File: src/rtl/flash_cmd_pkg.sv
package flash_cmd_pkg;

   typedef enum logic [1:0] {
      RM_ARRAY  = 2'd0,
      RM_IDENT  = 2'd1,
      RM_STATUS = 2'd2,
      RM_SETUP  = 2'd3
   } rd_mode_e;

   localparam logic [7:0] OP_READ  = 8'hFF;
   localparam logic [7:0] OP_IDENT = 8'h90;
   localparam logic [7:0] OP_STAT  = 8'h70;
   localparam logic [7:0] OP_CLR   = 8'h50;
   localparam logic [7:0] OP_ERASE = 8'h20;
   localparam logic [7:0] OP_CONF  = 8'hD0;
   localparam logic [7:0] OP_SUSP  = 8'hB0;

   localparam logic [7:0] ID_MFR = 8'h89;
   localparam logic [7:0] ID_DEV = 8'hA2;

   typedef struct packed {
      logic erase_err;
      logic write_err;
      logic supply_err;
   } sticky_t;

endpackage

File: src/rtl/flash_cmd_decode.sv
module flash_cmd_decode
   import flash_cmd_pkg::*;
(
   input  logic       clk,
   input  logic       rst_n,
   input  logic       we_i,
   input  logic [7:0] data_i,
   input  logic       supply_ok_i,
   input  logic       busy_i,
   input  logic       susp_i,
   output rd_mode_e   mode_o,
   output logic       start_o,
   output logic       susp_req_o,
   output logic       resume_o,
   output logic       set_ee_o,
   output logic       set_we_o,
   output logic       set_se_o,
   output logic       clr_o
);

   rd_mode_e mode_q, mode_d;

   always_comb begin
      mode_d     = mode_q;
      start_o    = 1'b0;
      susp_req_o = 1'b0;
      resume_o   = 1'b0;
      set_ee_o   = 1'b0;
      set_we_o   = 1'b0;
      set_se_o   = 1'b0;
      clr_o      = 1'b0;
      if (we_i) begin
         if (busy_i) begin
            if (data_i == OP_STAT)      mode_d = RM_STATUS;
            else if (data_i == OP_SUSP) susp_req_o = 1'b1;
         end else if (susp_i) begin
            if (data_i == OP_READ)      mode_d = RM_ARRAY;
            else if (data_i == OP_STAT) mode_d = RM_STATUS;
            else if (data_i == OP_CONF) begin
               resume_o = 1'b1;
               mode_d   = RM_STATUS;
            end
         end else if (mode_q == RM_SETUP) begin
            mode_d = RM_STATUS;
            if (data_i == OP_CONF) begin
               if (supply_ok_i) start_o  = 1'b1;
               else             set_se_o = 1'b1;
            end else begin
               set_ee_o = 1'b1;
               set_we_o = 1'b1;
            end
         end else begin
            case (data_i)
               OP_READ:  mode_d = RM_ARRAY;
               OP_IDENT: mode_d = RM_IDENT;
               OP_STAT:  mode_d = RM_STATUS;
               OP_CLR:   clr_o  = 1'b1;
               OP_ERASE: mode_d = RM_SETUP;
               default:  mode_d = mode_q;
            endcase
         end
      end
   end

   always_ff @(posedge clk or negedge rst_n) begin
      if (!rst_n) mode_q <= RM_ARRAY;
      else        mode_q <= mode_d;
   end

   assign mode_o = mode_q;


   mode_held_busy_chk: assert property (@(posedge clk) disable iff (!rst_n)
      (busy_i && we_i && data_i != OP_STAT) |=> $stable(mode_q));

endmodule

File: src/rtl/flash_erase_engine.sv
module flash_erase_engine #(
   parameter int ERASE_CYCLES = 40,
   parameter int CHK_INT      = 8
) (
   input  logic clk,
   input  logic rst_n,
   input  logic start_i,
   input  logic susp_req_i,
   input  logic resume_i,
   output logic running_o,
   output logic susp_o
);

   localparam int CNT_W  = (ERASE_CYCLES > 2) ? $clog2(ERASE_CYCLES) : 1;
   localparam bit CHK_P2 = (CHK_INT & (CHK_INT - 1)) == 0;
   localparam int CHK_W  = (CHK_INT > 1) ? $clog2(CHK_INT) : 1;
   localparam logic [CNT_W-1:0] LAST = CNT_W'(ERASE_CYCLES - 1);

   logic [CNT_W-1:0] cnt_q;
   logic             run_q, susp_q, pend_q;
   logic             at_chk;

   generate
      if (CHK_INT == 1) begin : g_chk_all
         assign at_chk = 1'b1;
      end else if (CHK_P2) begin : g_chk_mask
         assign at_chk = (cnt_q[CHK_W-1:0] == '0);
      end else begin : g_chk_mod
         assign at_chk = ((cnt_q % CNT_W'(CHK_INT)) == '0);
      end
   endgenerate

   always_ff @(posedge clk or negedge rst_n) begin
      if (!rst_n) begin
         cnt_q  <= '0;
         run_q  <= 1'b0;
         susp_q <= 1'b0;
         pend_q <= 1'b0;
      end else if (start_i) begin
         cnt_q  <= '0;
         run_q  <= 1'b1;
         susp_q <= 1'b0;
         pend_q <= 1'b0;
      end else if (resume_i) begin
         susp_q <= 1'b0;
         pend_q <= 1'b0;
      end else if (run_q && !susp_q) begin
         if (susp_req_i) pend_q <= 1'b1;
         if (pend_q && at_chk) begin
            susp_q <= 1'b1;
         end else if (cnt_q == LAST) begin
            run_q  <= 1'b0;
            pend_q <= 1'b0;
         end else begin
            cnt_q <= cnt_q + 1'b1;
         end
      end
   end

   assign running_o = run_q;
   assign susp_o    = susp_q;


   suspend_at_point_chk: assert property (@(posedge clk) disable iff (!rst_n)
      $rose(susp_q) |-> (at_chk && $stable(cnt_q) && run_q));


   resume_keeps_count_chk: assert property (@(posedge clk) disable iff (!rst_n)
      ($fell(susp_q) && run_q) |-> $stable(cnt_q));


   count_in_range_chk: assert property (@(posedge clk) disable iff (!rst_n)
      run_q |-> (cnt_q <= LAST));

endmodule

File: src/rtl/flash_status_reg.sv
module flash_status_reg
   import flash_cmd_pkg::*;
(
   input  logic       clk,
   input  logic       rst_n,
   input  logic       ready_i,
   input  logic       susp_i,
   input  logic       set_ee_i,
   input  logic       set_we_i,
   input  logic       set_se_i,
   input  logic       clr_i,
   output logic [7:0] sr_o
);

   sticky_t err_q;

   always_ff @(posedge clk or negedge rst_n) begin
      if (!rst_n) begin
         err_q <= '0;
      end else if (clr_i) begin
         err_q <= '0;
      end else begin
         if (set_ee_i) err_q.erase_err  <= 1'b1;
         if (set_we_i) err_q.write_err  <= 1'b1;
         if (set_se_i) err_q.supply_err <= 1'b1;
      end
   end

   assign sr_o = {ready_i, susp_i, err_q.erase_err, err_q.write_err,
                  err_q.supply_err, 3'b000};


   clear_empties_chk: assert property (@(posedge clk) disable iff (!rst_n)
      clr_i |=> (err_q == '0));

endmodule

File: src/rtl/flash_cmd_ctrl.sv
module flash_cmd_ctrl
   import flash_cmd_pkg::*;
#(
   parameter int ADDR_W       = 20,
   parameter int ERASE_CYCLES = 40,
   parameter int CHK_INT      = 8
) (
   input  logic              clk,
   input  logic              rst_n,
   input  logic              cmd_we,
   input  logic [7:0]        cmd_data,
   input  logic [ADDR_W-1:0] addr,
   input  logic              vpp_hi,
   input  logic              vpp_lo,
   input  logic [7:0]        arr_rdata,
   output logic [7:0]        rd_data,
   output logic              ready
);

   generate
      if (ADDR_W < 2) begin : g_bad_addr
         $error("flash_cmd_ctrl: ADDR_W must be at least 2");
      end
      if (ERASE_CYCLES < 2) begin : g_bad_len
         $error("flash_cmd_ctrl: ERASE_CYCLES must be at least 2");
      end
      if (CHK_INT < 1 || CHK_INT > ERASE_CYCLES) begin : g_bad_chk
         $error("flash_cmd_ctrl: CHK_INT must lie in 1..ERASE_CYCLES");
      end
   endgenerate

   rd_mode_e   mode;
   logic       supply_ok, running, susp, busy;
   logic       start, susp_req, resume;
   logic       set_ee, set_we, set_se, clr;
   logic [7:0] sr;

   assign supply_ok = vpp_hi & ~vpp_lo;
   assign busy      = running & ~susp;
   assign ready     = ~busy;

   flash_cmd_decode u_decode (
      .clk         (clk),
      .rst_n       (rst_n),
      .we_i        (cmd_we),
      .data_i      (cmd_data),
      .supply_ok_i (supply_ok),
      .busy_i      (busy),
      .susp_i      (susp),
      .mode_o      (mode),
      .start_o     (start),
      .susp_req_o  (susp_req),
      .resume_o    (resume),
      .set_ee_o    (set_ee),
      .set_we_o    (set_we),
      .set_se_o    (set_se),
      .clr_o       (clr)
   );

   flash_erase_engine #(
      .ERASE_CYCLES (ERASE_CYCLES),
      .CHK_INT      (CHK_INT)
   ) u_engine (
      .clk        (clk),
      .rst_n      (rst_n),
      .start_i    (start),
      .susp_req_i (susp_req),
      .resume_i   (resume),
      .running_o  (running),
      .susp_o     (susp)
   );

   flash_status_reg u_status (
      .clk      (clk),
      .rst_n    (rst_n),
      .ready_i  (ready),
      .susp_i   (susp),
      .set_ee_i (set_ee),
      .set_we_i (set_we),
      .set_se_i (set_se),
      .clr_i    (clr),
      .sr_o     (sr)
   );

   always_comb begin
      case (mode)
         RM_ARRAY: rd_data = arr_rdata;
         RM_IDENT: begin
            if (addr == ADDR_W'(0))      rd_data = ID_MFR;
            else if (addr == ADDR_W'(1)) rd_data = ID_DEV;
            else                         rd_data = 8'h00;
         end
         default:  rd_data = sr;
      endcase
   end


   busy_reads_status_chk: assert property (@(posedge clk) disable iff (!rst_n)
      !ready |-> (mode == RM_STATUS));


   start_needs_supply_chk: assert property (@(posedge clk) disable iff (!rst_n)
      start |-> (vpp_hi && !vpp_lo && ready));

endmodule

File: config.mk
export PLATFORM = sky130hd
export DESIGN_NAME = flash_cmd_ctrl
export DESIGN_NICKNAME = d
export VERILOG_FILES = /design/src/rtl/flash_cmd_pkg.sv /design/src/rtl/flash_cmd_decode.sv /design/src/rtl/flash_erase_engine.sv /design/src/rtl/flash_status_reg.sv /design/src/rtl/flash_cmd_ctrl.sv
export SDC_FILE = /design/constraint.sdc
export NUM_CORES = 1
export LEC_CHECK = 0
export BUFFER_PORTS_ARGS = -buffer_cell sky130_fd_sc_hd__buf_2
export CORE_MARGIN = 8
export CORE_UTILIZATION = 45
export DETAILED_ROUTE_END_ITERATION = 10
export HOLD_SLACK_MARGIN = 0.15
export PLACE_DENSITY = 0.79
export SYNTH_ARGS = -nofsm -noshare
export SYNTH_HDL_FRONTEND = slang
export SYNTH_SLANG_ARGS = --single-unit
File: constraint.sdc
create_clock -name clk -period 2.4 [get_ports clk]
set_input_delay 0.36 -clock clk [delete_from_list [all_inputs] [get_ports clk]]
set_output_delay 0.36 -clock clk [all_outputs]
set_load 0.01 [all_outputs]
Word-level counts from Yosys, hierarchy flattened
Index checks and enable logic that the tools add are counted.
{ "totals": {"output_inout_bits": 9, "regBits": 14, "wordCells": 113} }
{ "classes": {"eq_ne": 16, "n_addsub": 1, "n_bitwise": 5, "n_mux": 66, "n_reduce_logical": 17} }
{ "op_table": {"columns": ["cell", "count"], "rows": [
  ["2-to-1 mux 1 bit", 49],
  ["== test 8 bit (second input constant)", 4],
  ["2-to-1 mux 6 bit", 5],
  ["== test 20 x 1 -> 1 bit (second input constant)", 1],
  ["logical NOT 20 bit", 1],
  ["== test 8 x 7 -> 1 bit (second input constant)", 2],
  ["2-to-1 mux 8 bit", 2],
  ["one-hot mux 8 bit (2 select lines)", 1],
  ["2-to-1 mux 2 bit", 7],
  ["AND reduction 4 bit", 3],
  ["== test 8 x 6 -> 1 bit (second input constant)", 1],
  ["one-hot mux 2 bit (4 select lines)", 1],
  ["nonzero test 2 bit", 4],
  ["adder 6 x 1 -> 6 bit (second input constant)", 1],
  ["== test 6 bit (second input constant)", 1],
  ["inequality test 2 bit (second input constant)", 3],
  ["nonzero test 3 bit", 2],
  ["nonzero test 6 bit", 1],
  ["inequality test 4 bit (second input constant)", 1],
  ["logical NOT 3 bit", 1],
  ["2-to-1 mux 3 bit", 1],
  ["inverter 1 bit", 3],
  ["AND 1 bit", 2],
  ["== test 2 x 1 -> 1 bit (second input constant)", 1],
  ["6 further kinds", 7]
]} }

Logic depth before layout (Yosys ltp)
Gate-level depths: netlist (run 1).
{ "depth": {"ltp_word": 11, "mapped_depth": 7, "ltp_nobuf": 7} }

By module
A second synthesis (run 1) with hierarchy kept.
{ "hier_totals": {"cells_unflattened": 136, "area_unflattened_um2": 1187.4} }
{ "modules_own_cells": {"columns": ["mod", "seq_area_each_um2", "area_per_inst_um2", "instances", "cells_each"], "rows": [
  ["flash_erase_engine", 225.2, 514.2, 1, 54],
  ["flash_cmd_decode", 50.0, 329.1, 1, 42],
  ["flash_cmd_ctrl", 0.0, 197.7, 1, 28],
  ["flash_status_reg", 75.1, 146.4, 1, 12]
]} }

Worst setup path after synthesis (run 1)
Ideal clock, no wire load.
{ "synth_timing": {"path_type": "flip-flop to output port", "startpoint": "reg u_decode.mode_q[1] (netlist: u_decode.mode_o[1])", "endpoint": "out rd_data[3]", "t_required_ns": 2.040, "slack_ns": 0.469, "arrival_ns": 1.571, "stages_incl_launch_ff": 6, "cell_sequence": "dfrtp_1 buf_6 or4b_1 nor4_1 nand2b_1 nand2_1"} }
{ "synth_via": {"elab_chain_len": 2, "elab_cells_between_ends": 3, "classes_between": "eq/ne (1); mux (1); reduce/logical (1)"} }
{ "synth_lines": {"columns": ["item", "line", "text"], "rows": [
  ["start: declaration", "flash_cmd_decode.sv:21", "rd_mode_e mode_q, mode_d;"],
  ["start signal: assignment", "flash_cmd_decode.sv:67", "else mode_q <= mode_d;"],
  ["== test 2 x 1 -> 1 bit / logical NOT 2 bit (equally long branches)", "flash_cmd_ctrl.sv:86", "case (mode)"],
  ["one-hot mux 8 bit (2 select lines) *", "flash_cmd_ctrl.sv:86", null],
  ["end: declaration", "flash_cmd_ctrl.sv:16", "output logic [7:0] rd_data,"]
]} }
Mark *: on every way between the ends. The rest lies on a longest branch, timed or not.

Worst setup path in the final report (run 1)
Same ends and word-level chain as after synthesis.

==> results of run 1 <==
[flip-flops by register name, summed over array words and instances, names as in the netlist]
signal and flops:
u_decode.mode_o 2, u_engine.pend_q 1, u_status.sr_o 2, u_engine.susp_o 1, u_engine.cnt_q 6, u_engine.running_o 1
[worst max-delay path, cell delays in order (launching register included)]
cell and delay, ns:
dfrtp_1 0.37, or4b_1 0.53, nor4_2 0.32, nand2b_1 0.13, nand2_1 0.08, buf_2 0.13
[cell usage after synthesis, types with 2 or more instances]
cell       n  share of area
and3_2     2          0.015
dfrtp_1   13           0.32
inv_1      6          0.022
nor3b_4    2          0.037
a31oi_1    3          0.019
a21oi_1    6          0.030
nor3_1     3          0.015
o21a_1     3          0.022
nand2b_1   4          0.025
a22oi_1    2          0.015
nand4_1    4          0.025
nand2_1   15          0.056
and3_1     2          0.012
a22o_1     2          0.017
xor2_1     4          0.035
mux2_2     3          0.033
ha_1       2          0.025
nor4_1     6          0.037
nor2_1    13          0.048
[final cells by class]
type	count	area, um2
Clock buffer	4	26.28
Fill cell	196	838.3
Inverter	6	22.52
Multi-Input combinational cell	96	659.4
Sequential cell	13	325.3
Tap cell	28	35.03
Timing Repair Buffer	51	262.8
[cell families (layout without fill, tap and decap cells)]
group | count (synthesis) | count (layout) | share of synthesized area
AO/OA/AOI/OAI | 22 | 22 | 0.1558
XOR/XNOR | 5 | 5 | 0.04326
adder cells (fa/ha/maj) | 2 | 2 | 0.02472
buffers and inverters | 7 | 61 | 0.03337
flip-flops | 13 | 13 | 0.3214
multiplexers | 3 | 3 | 0.03337
AND/OR/NAND/NOR | 64 | 64 | 0.3881
[worst max path at each step]
| stage | cells past startpoint | slack, ns | start | to |
|---|---|---|---|---|
| 5_1_grt | 5 | 0.06 | u_decode.mode_o[1] | rd_data[1] |
| 3_3_place_gp | 6 | 0.35 | addr[1] | rd_data[3] |
| 2_1_floorplan | 5 | 0.47 | u_decode.mode_o[1] | rd_data[3] |
| 6_report | 5 | 0.20 | u_decode.mode_o[1] | rd_data[3] |
| 3_5_place_dp | 6 | 0.32 | addr[1] | rd_data[0] |
| 4_1_cts | 5 | 0.09 | u_decode.mode_o[1] | rd_data[0] |
[through the flow]
step / instances / worst slack [ns] / cell area, um2
after floorplan: 116 / 0.4691 / 1012
after global placement: 193 / 0.3453 / 1289
after detailed placement: 193 / 0.3160 / 1289
after CTS: 198 / 0.09319 / 1325
after global routing: 198 / 0.05923 / 1331
final: 198 / 0.2049 / 1331
[timing repair]
item	CTS	global route
gates resized for setup	0	1
endpoints found under the hold margin	13	0
endpoints found under the setup margin	0	4
setup buffers	0	0
hold buffers	1	0
[power breakdown]
| group | internal (mW) | switching [mW] | leakage [nW] |
|---|---|---|---|
| logic | 0.154 | 0.164 | 0.472 |
| clock network | 0.0644 | 0.0670 | 0.0150 |
| registers | 0.277 | 0.0593 | 0.153 |
[routing by layer]
layer  wire length, um  vias to the layer above  GRT usage  part of all wire
met4                19                        0    0.02228            0.0069
met5                 0                        -          0                 0
li1                  -                      537          -                 -
met1              1156                      506     0.1479              0.42
met2              1280                       59     0.2294              0.47
met3               288                        4    0.06714              0.10
==> results.md, run 1 <==
- Detailed Route Iter0 Violations: just under 60
- CTS Buf Count: 3
- Die ar.: just over 4000 um2
- Reg clk slew, reported paths: 0.08 ns
- Yosys cell types: 40
- Syn Nets: between 150 and 200
- Max H-tree Level: 1
- HP Start: vpp_lo
- Worst path arrival time: between 1.5 and 2 ns
- Commonest non-fill, non-tap cell in the layout: buf_2
- Vias in the first global route: 1112
- Total Wirelength: 2745 um
- #FFs+latches synth: 13
- DR vias: 1106
- Clock skew: between 0.003 and 0.004 ns
- Routed WL per cell: between 10 and 15 um
- Clock latency on the worst-skew pair: roughly 0.27 ns
- Post-Syn Area per Cell: ~8.7 um2
- Crit end category: primary output
- Period utilisation layout: 0.9146
- Max Cap Violations: 0
- Final Hold Viols: 0
- Area growth, synth to finish: 31.52%
- Layout cell share with drive strength beyond 1: 0.3941
- Pleak: approximately 0.64 nW
- Flop-to-flop setup slack: ~0.60 ns
- Root Driver: clkbuf_4
- Number of enable flip-flop cells after synthesis: 0
- Min Tclk post-route: between 2 and 2.5 ns
- Remaining Overflow, GRT: 0
- Worst-margin pin slew: roughly 0.47 ns
- Total GRT Usage: 0.1344
- RSZ-0062 raised after global routing: false
- CTS tree: done
- Crit Reg-Reg Startpoint: u_engine.cnt_q[0]
- Ys async rst share: 1.000
- Via-to-Cell Ratio: 5.586
- Diode count: 0
- Number of port buffers: 49
- Hold depth: 3
- Bufs on Longest Clock Path: 2
- Run status: finished, final reports clean
- Hold Crit Class: in2reg
- Worst vdd ir: just over 500 uV
- Syn Inst Count: 116
- Achievable Freq: between 400 and 500 MHz
- Yosys warns: 0
- # setup viols final: 0
- Tot Pwr: 0.7859 mW
- Core Area: between 2000 and 2500 um2
- DRT antenna net count: 0
- Relative slew margins: 0.6850
- Most frequent cells in the layout: buf_2, nand2_1, nor2_1, dfrtp_1
- DR pass1 iterations: 5
- Worst R2R End: u_engine.cnt_q[5]
- Post-synthesis cell area: around 1000 um2
- Clk sinks: 13
- Final Max Tran Viols: 0
- Hold slack final: 0.3977 ns
- DP HPWL: ~2200 um
- Chip height: between 60 and 70 um
- Initial Utilization: 0.4666
- Largest net degree at the start of global routing: 14
- Primary FF master, synth: dfrtp_1
- # DRC: 0
- Die width: about 63 um
- Cells on worst reg2reg path: 7
- WS Path Type: reg2out
- Min-Delay Endpoint: u_engine.cnt_q[0]
- Setup TNS: 0 ns
- # rows: 17
- IO Count: 50
- Worst path required time: between 2 and 2.5 ns
- Initial antenna violation count: 0
- First-pass GRT wire length: about 4700 um
- CP Launch Type: flop
- Critical path peak fanout: 3
- Routability-driven placement congestion ratio: just over 0.9
- Final core utilization: 0.6136
- Seq/Total Area, Yosys: 0.3214
- Pwr dens: between 500 and 600 nW/um2
- Nets: about 210
Note: power is estimated with default switching activity, not from simulation.
==> run 2, diff against run 1 <==
Settings changed: RECOVER_POWER set to 50.
==> results.md, run 2 (synthesized netlist as in run 1, its figures left out) <==
- Max H-tree Level: 1
- Setup TNS: 0 ns
- # setup viols final: 0
- WS Path Type: reg2out
- Die ar.: around 4000 um2
- HP Start: vpp_lo
- Most frequent cells in the layout: buf_2, nand2_1, nor2_1, dfrtp_1
- # DRC: 0
- Pwr dens: around 600 nW/um2
- Final instance area: ~1300 um2
- DR pass1 iterations: 4
- Nets: 214
- Routability-driven placement congestion ratio: between 0.9 and 1
- CP max stage delay: between 0.5 and 0.6 ns
- Worst path arrival time: approximately 1.8 ns
- Layout cell share with drive strength beyond 1: 0.3647
- Initial antenna violation count: 0
- Initial Utilization: 0.4666
- Core Area: ~2200 um2
- Number of port buffers: between 40 and 50
- Tot Pwr: around 0.78 mW
- Placed cell count: between 150 and 200
- Routed WL per cell: 13.93 um
- Worst path required time: approximately 2.0 ns
- Worst R2R End: u_engine.cnt_q[5]
- CP delay by family, top: simple AND/OR/NAND/NOR gates
- Via-to-Cell Ratio: 5.616
- Max Cap Violations: 0
- Diode count: 0
- Commonest non-fill, non-tap cell in the layout: buf_2
- Hold slack final: between 0.3 and 0.4 ns
- Achievable Freq: between 400 and 500 MHz
- Hold Crit Class: in2reg
- CTS Buf Count: 3
- Hold depth: 3
- IO Count: 50
- # rows: 17
- DRT antenna net count: 0
- Crit Reg-Reg Startpoint: u_engine.cnt_q[0]
- Flop-to-flop setup slack: 0.60 ns
- DP HPWL: about 2200 um
- Largest net degree at the start of global routing: 14
- Run status: finished, final reports clean
- CP Launch Type: flop
- Crit end category: primary output
- Detailed Route Iter0 Violations: 61
- Pleak: around 0.62 nW
- DR vias: about 1100
- Crit path buf inv count: 1
- Cells on worst reg2reg path: 7
- Clock latency on the worst-skew pair: between 0.2 and 0.3 ns
- Biggest register: u_engine.cnt_q
- Clock skew: approximately 0.0036 ns
- Remaining Overflow, GRT: 0
- Bufs on Longest Clock Path: 2
- Chip height: between 60 and 70 um
- Min Tclk post-route: about 2.2 ns
- First-pass GRT wire length: 4671 um
- Reg clk slew, reported paths: ~0.080 ns
- Slowest stage cell, crit path: or4b_1
- Final Hold Viols: 0
- Die width: between 60 and 70 um
- Critical path cell sequence: or4b_1, nor4_2, nand2b_1, nand2_1, buf_2
- Post-Layout Cell Count: around 200
- Root Driver: clkbuf_4
- CTS tree: done
- Total GRT Usage: 0.1344
- Worst vdd ir: 513.5 uV
- Max reg flops: 6
- Relative slew margins: 0.5437
- Vias in the first global route: roughly 1100
- Total Wirelength: roughly 2800 um
- Placement Cell Area: approximately 1300 um2
- Period utilisation layout: 0.9147
- CP Depth: 5
- Min-Delay Endpoint: u_engine.cnt_q[0]
- RSZ-0062 raised after global routing: false
- Final Max Tran Viols: 0
- Critical path peak fanout: 3
- Area growth, synth to finish: 29.67%
- Worst-margin pin slew: just under 0.7 ns
- Clk sinks: 13
-- run 2: changes by cell type in the layout (fill, tap and decap cells not counted) --
cell / change
buf_2: -3
clkbuf_1: +3
nor3b_1: +1
nor3b_4: -1
or4_1: +1
or4_4: -1
-- run 2: per-stage QoR --
step                      utilization  setup slack [ns]
after floorplan                     -            0.4691
after global routing           0.6050           0.05923
after detailed placement       0.5940            0.3160
after global placement         0.5940            0.3453
after CTS                      0.6107           0.09319
final                          0.6050            0.2048
-- run 2: routing by layer --
| metal | track usage | wire [um] |
|---|---|---|
| met1 | 0.1479 | 1146 |
| met2 | 0.2294 | 1279 |
| met3 | 0.06714 | 313 |
| met4 | 0.02228 | 18 |
| met5 | 0 | 0 |
-- run 2: timing repair --
item / in CTS / in global routing
resized for setup: 0 / 1
endpoints found under the setup margin: 0 / 4
endpoints found under the hold margin: 13 / 0
hold buffers: 1 / 0
setup buffers: 0 / 0
-- run 2: report_power, final --
part	switching (mW)	internal [mW]
registers	0.0591	0.277
logic	0.163	0.152
clock network	0.0671	0.0644
total	0.289	0.494
-- run 2: how the worst max path moves through the flow --
stage	endpoint	slack, ns	startpoint
floorplan	rd_data[3]	0.47	u_decode.mode_o[1]
global placement	rd_data[3]	0.35	addr[1]
detailed placement	rd_data[0]	0.32	addr[1]
CTS	rd_data[0]	0.09	u_decode.mode_o[1]
global route	rd_data[1]	0.06	u_decode.mode_o[1]
finish	rd_data[3]	0.20	u_decode.mode_o[1]
-- run 2: layout make-up --
type | count | area (um2)
Multi-Input combinational cell | 96 | 644.4
Timing Repair Buffer | 51 | 259.0
Clock buffer | 4 | 26.28
Inverter | 6 | 22.52
Sequential cell | 13 | 325.3
Tap cell | 28 | 35.03
Fill cell | 202 | 857.1
-- run 2: worst reg2reg max path, cell delays in order (launching register included) --
cell and delay, ns:
dfrtp_1 0.40, inv_1 0.06, ha_1 0.19, and3b_1 0.20, a211oi_2 0.45, nand4_1 0.18, xor2_1 0.16, nor2_1 0.05
==> run 3, diff against run 2 <==
Settings changed: CORE_UTILIZATION 45 to 41, PLACE_DENSITY 0.79 to 0.76.
Clock period 2.4 ns to 1.8 ns, I/O delays scaled along.
==> results.md, run 3 (synthesized netlist as in run 1, its figures left out) <==
- Run status: complete, but fails checks
- Failing checks: setup timing
- Relative slew margins: 0.5444
- Critical path peak fanout: 3
- Layout cell share with drive strength beyond 1: 0.4318
- Switching power: around 0.42 mW
- Filler Cells Inserted: between 200 and 250
- Initial antenna violation count: 0
- Combinational power share: 0.416
- Area growth, synth to finish: 40.05%
- Hold slack final: slightly above 0.3 ns
- DRT antenna net count: 0
- Nets: 220
- CP Launch Type: flop
- CTS tree: done
- Clock share of power: 0.160
- Final worst slack: -0.2265 ns
- Setup TNS: -1.073 ns
- Internal: 0.6878 mW
- DP HPWL: 2363 um
- Clk sinks: 13
- Core Area: 2410 um2
- Total GRT Usage: 0.1344
- Die ar.: about 4300 um2
- Total Wirelength: between 2000 and 3000 um
- Pwr dens: 779.7 nW/um2
- # DRC: 0
- RSZ-0062 raised after global routing: true
- Biggest register: u_engine.cnt_q
- Period utilisation layout: 1.126
- Root Driver: clkbuf_4
- Vias in the first global route: ~1100
- Routability-driven placement congestion ratio: between 0.8 and 0.9
- Flop pwr share: 0.424
- Bufs on Longest Clock Path: 2
- CTS Buf Count: 3
- First-pass GRT wire length: approximately 4700 um
- Hold Crit Class: in2reg
- Largest net degree at the start of global routing: 14
- Post-Layout Cell Count: about 210
- Commonest non-fill, non-tap cell in the layout: buf_2
- Most frequent cells in the layout: buf_2, nand2_1, dfrtp_1
- DR pass1 iterations: 4
- # setup viols final: 5
- Placed cell count: about 200
- Diode count: 0
- Final Max Tran Viols: 0
- Clock latency on the worst-skew pair: between 0.2 and 0.3 ns
- Via-to-Cell Ratio: approximately 5.5
- Chip height: around 66 um
- Worst vdd ir: slightly above 900 uV
- Final Hold Viols: 0
- Initial Utilization: 0.4200
- Worst-margin pin slew: just under 0.7 ns
- Final instance area: between 1000 and 1500 um2
- Switching share of total power: 0.3777
- Die width: ~66 um
- Min Tclk post-route: between 2 and 2.5 ns
- Number of port buffers: between 40 and 50
- Routed WL per cell: 14.16 um
- IO Count: 50
- DR vias: between 1000 and 1500
- Detailed Route Iter0 Violations: 60
- Pleak: around 0.68 nW
- Crit end category: primary output
- Worst path arrival time: 1.76 ns
- Worst path required time: 1.53 ns
- Placement Cell Area: 1320 um2
- # rows: 18
- Max H-tree Level: 1
- Clock skew: ~0.0012 ns
- Remaining Overflow, GRT: 0
- Reg clk slew, reported paths: around 0.070 ns
- Max reg flops: 6
- Max Cap Violations: 0
- Achievable Freq: 493.5 MHz
- WS Path Type: reg2out
run 3: changes by cell type in the layout (fill, tap and decap cells not counted), sizes merged:
cell    delta
buf        +8
clkbuf     -2
run 3: path summary, 6_finish.rpt:
path	cells after the start	from	slack (ns)	endpoint
min reg2reg	1	u_status.sr_o[3]	0.50	u_status.sr_o[3]
max	5	u_decode.mode_o[1]	-0.23	rd_data[5]
max in group asynchronous	2	rst_n	0.83	u_decode.mode_o[0]
min	3	vpp_lo	0.31	u_engine.cnt_q[1]
max reg2reg	6	u_engine.cnt_q[0]	0.09	u_engine.cnt_q[4]
min in group asynchronous	2	rst_n	0.54	u_engine.cnt_q[1]
run 3: final cells by class:
cell class | instances | area [um2] | share of cell area
clock buffer | 4 | 26.28 | 0.01853
inverter | 6 | 22.52 | 0.01589
multi-input combinational | 96 | 699.4 | 0.4934
sequential | 13 | 325.3 | 0.2295
tap | 30 | 37.54 | 0.02648
timing repair buffer | 57 | 306.5 | 0.2162
run 3: repair_timing:
item                                   CTS  global route
resized for setup                        5             3
setup buffers                            0             3
setup endpoints to repair                6             9
endpoints found under the hold margin   13             0
pin swaps                                5             7
hold buffers                             1             0
run 3: critical path: stages (launching register included):
cell and delay (ns):
dfrtp_1 0.38, or4b_4 0.49, nor4_4 0.29, nand2_1 0.13, nand2_1 0.07, buf_2 0.12
run 3: power groups by stage:
| stage | clock [mW] | sequential [mW] | combinational [mW] |
|---|---|---|---|
| 5_1_grt | 0.198 | 0.481 | 0.529 |
| 3_3_place_gp | 0 | 0.449 | 0.411 |
| 3_5_place_dp | 0 | 0.454 | 0.425 |
| 4_1_cts | 0.184 | 0.457 | 0.440 |
| 2_1_floorplan | 0 | 0.435 | 0.280 |
| 6_report | 0.176 | 0.469 | 0.460 |
run 3: through the flow:
step / setup slack (ns) / util / total power [mW]
after floorplan: 0.02382 / - / 0.7155
after detailed placement: -0.1033 / 0.5478 / 0.8785
after global placement: -0.07541 / 0.5478 / 0.8593
after global routing: -0.3435 / 0.5883 / 1.208
after CTS: -0.3192 / 0.5748 / 1.082
final: -0.2265 / 0.5883 / 1.105
run 3: layer usage:
layer | global-route usage | vias to the layer above | share of wire | wire (um)
li1 | - | 550 | - | -
met1 | 0.1317 | 516 | 0.35 | 1009
met2 | 0.2412 | 58 | 0.48 | 1407
met3 | 0.07653 | 6 | 0.16 | 471
met4 | 0.02452 | 0 | 0.0099 | 29
met5 | 0 | - | 0 | 0
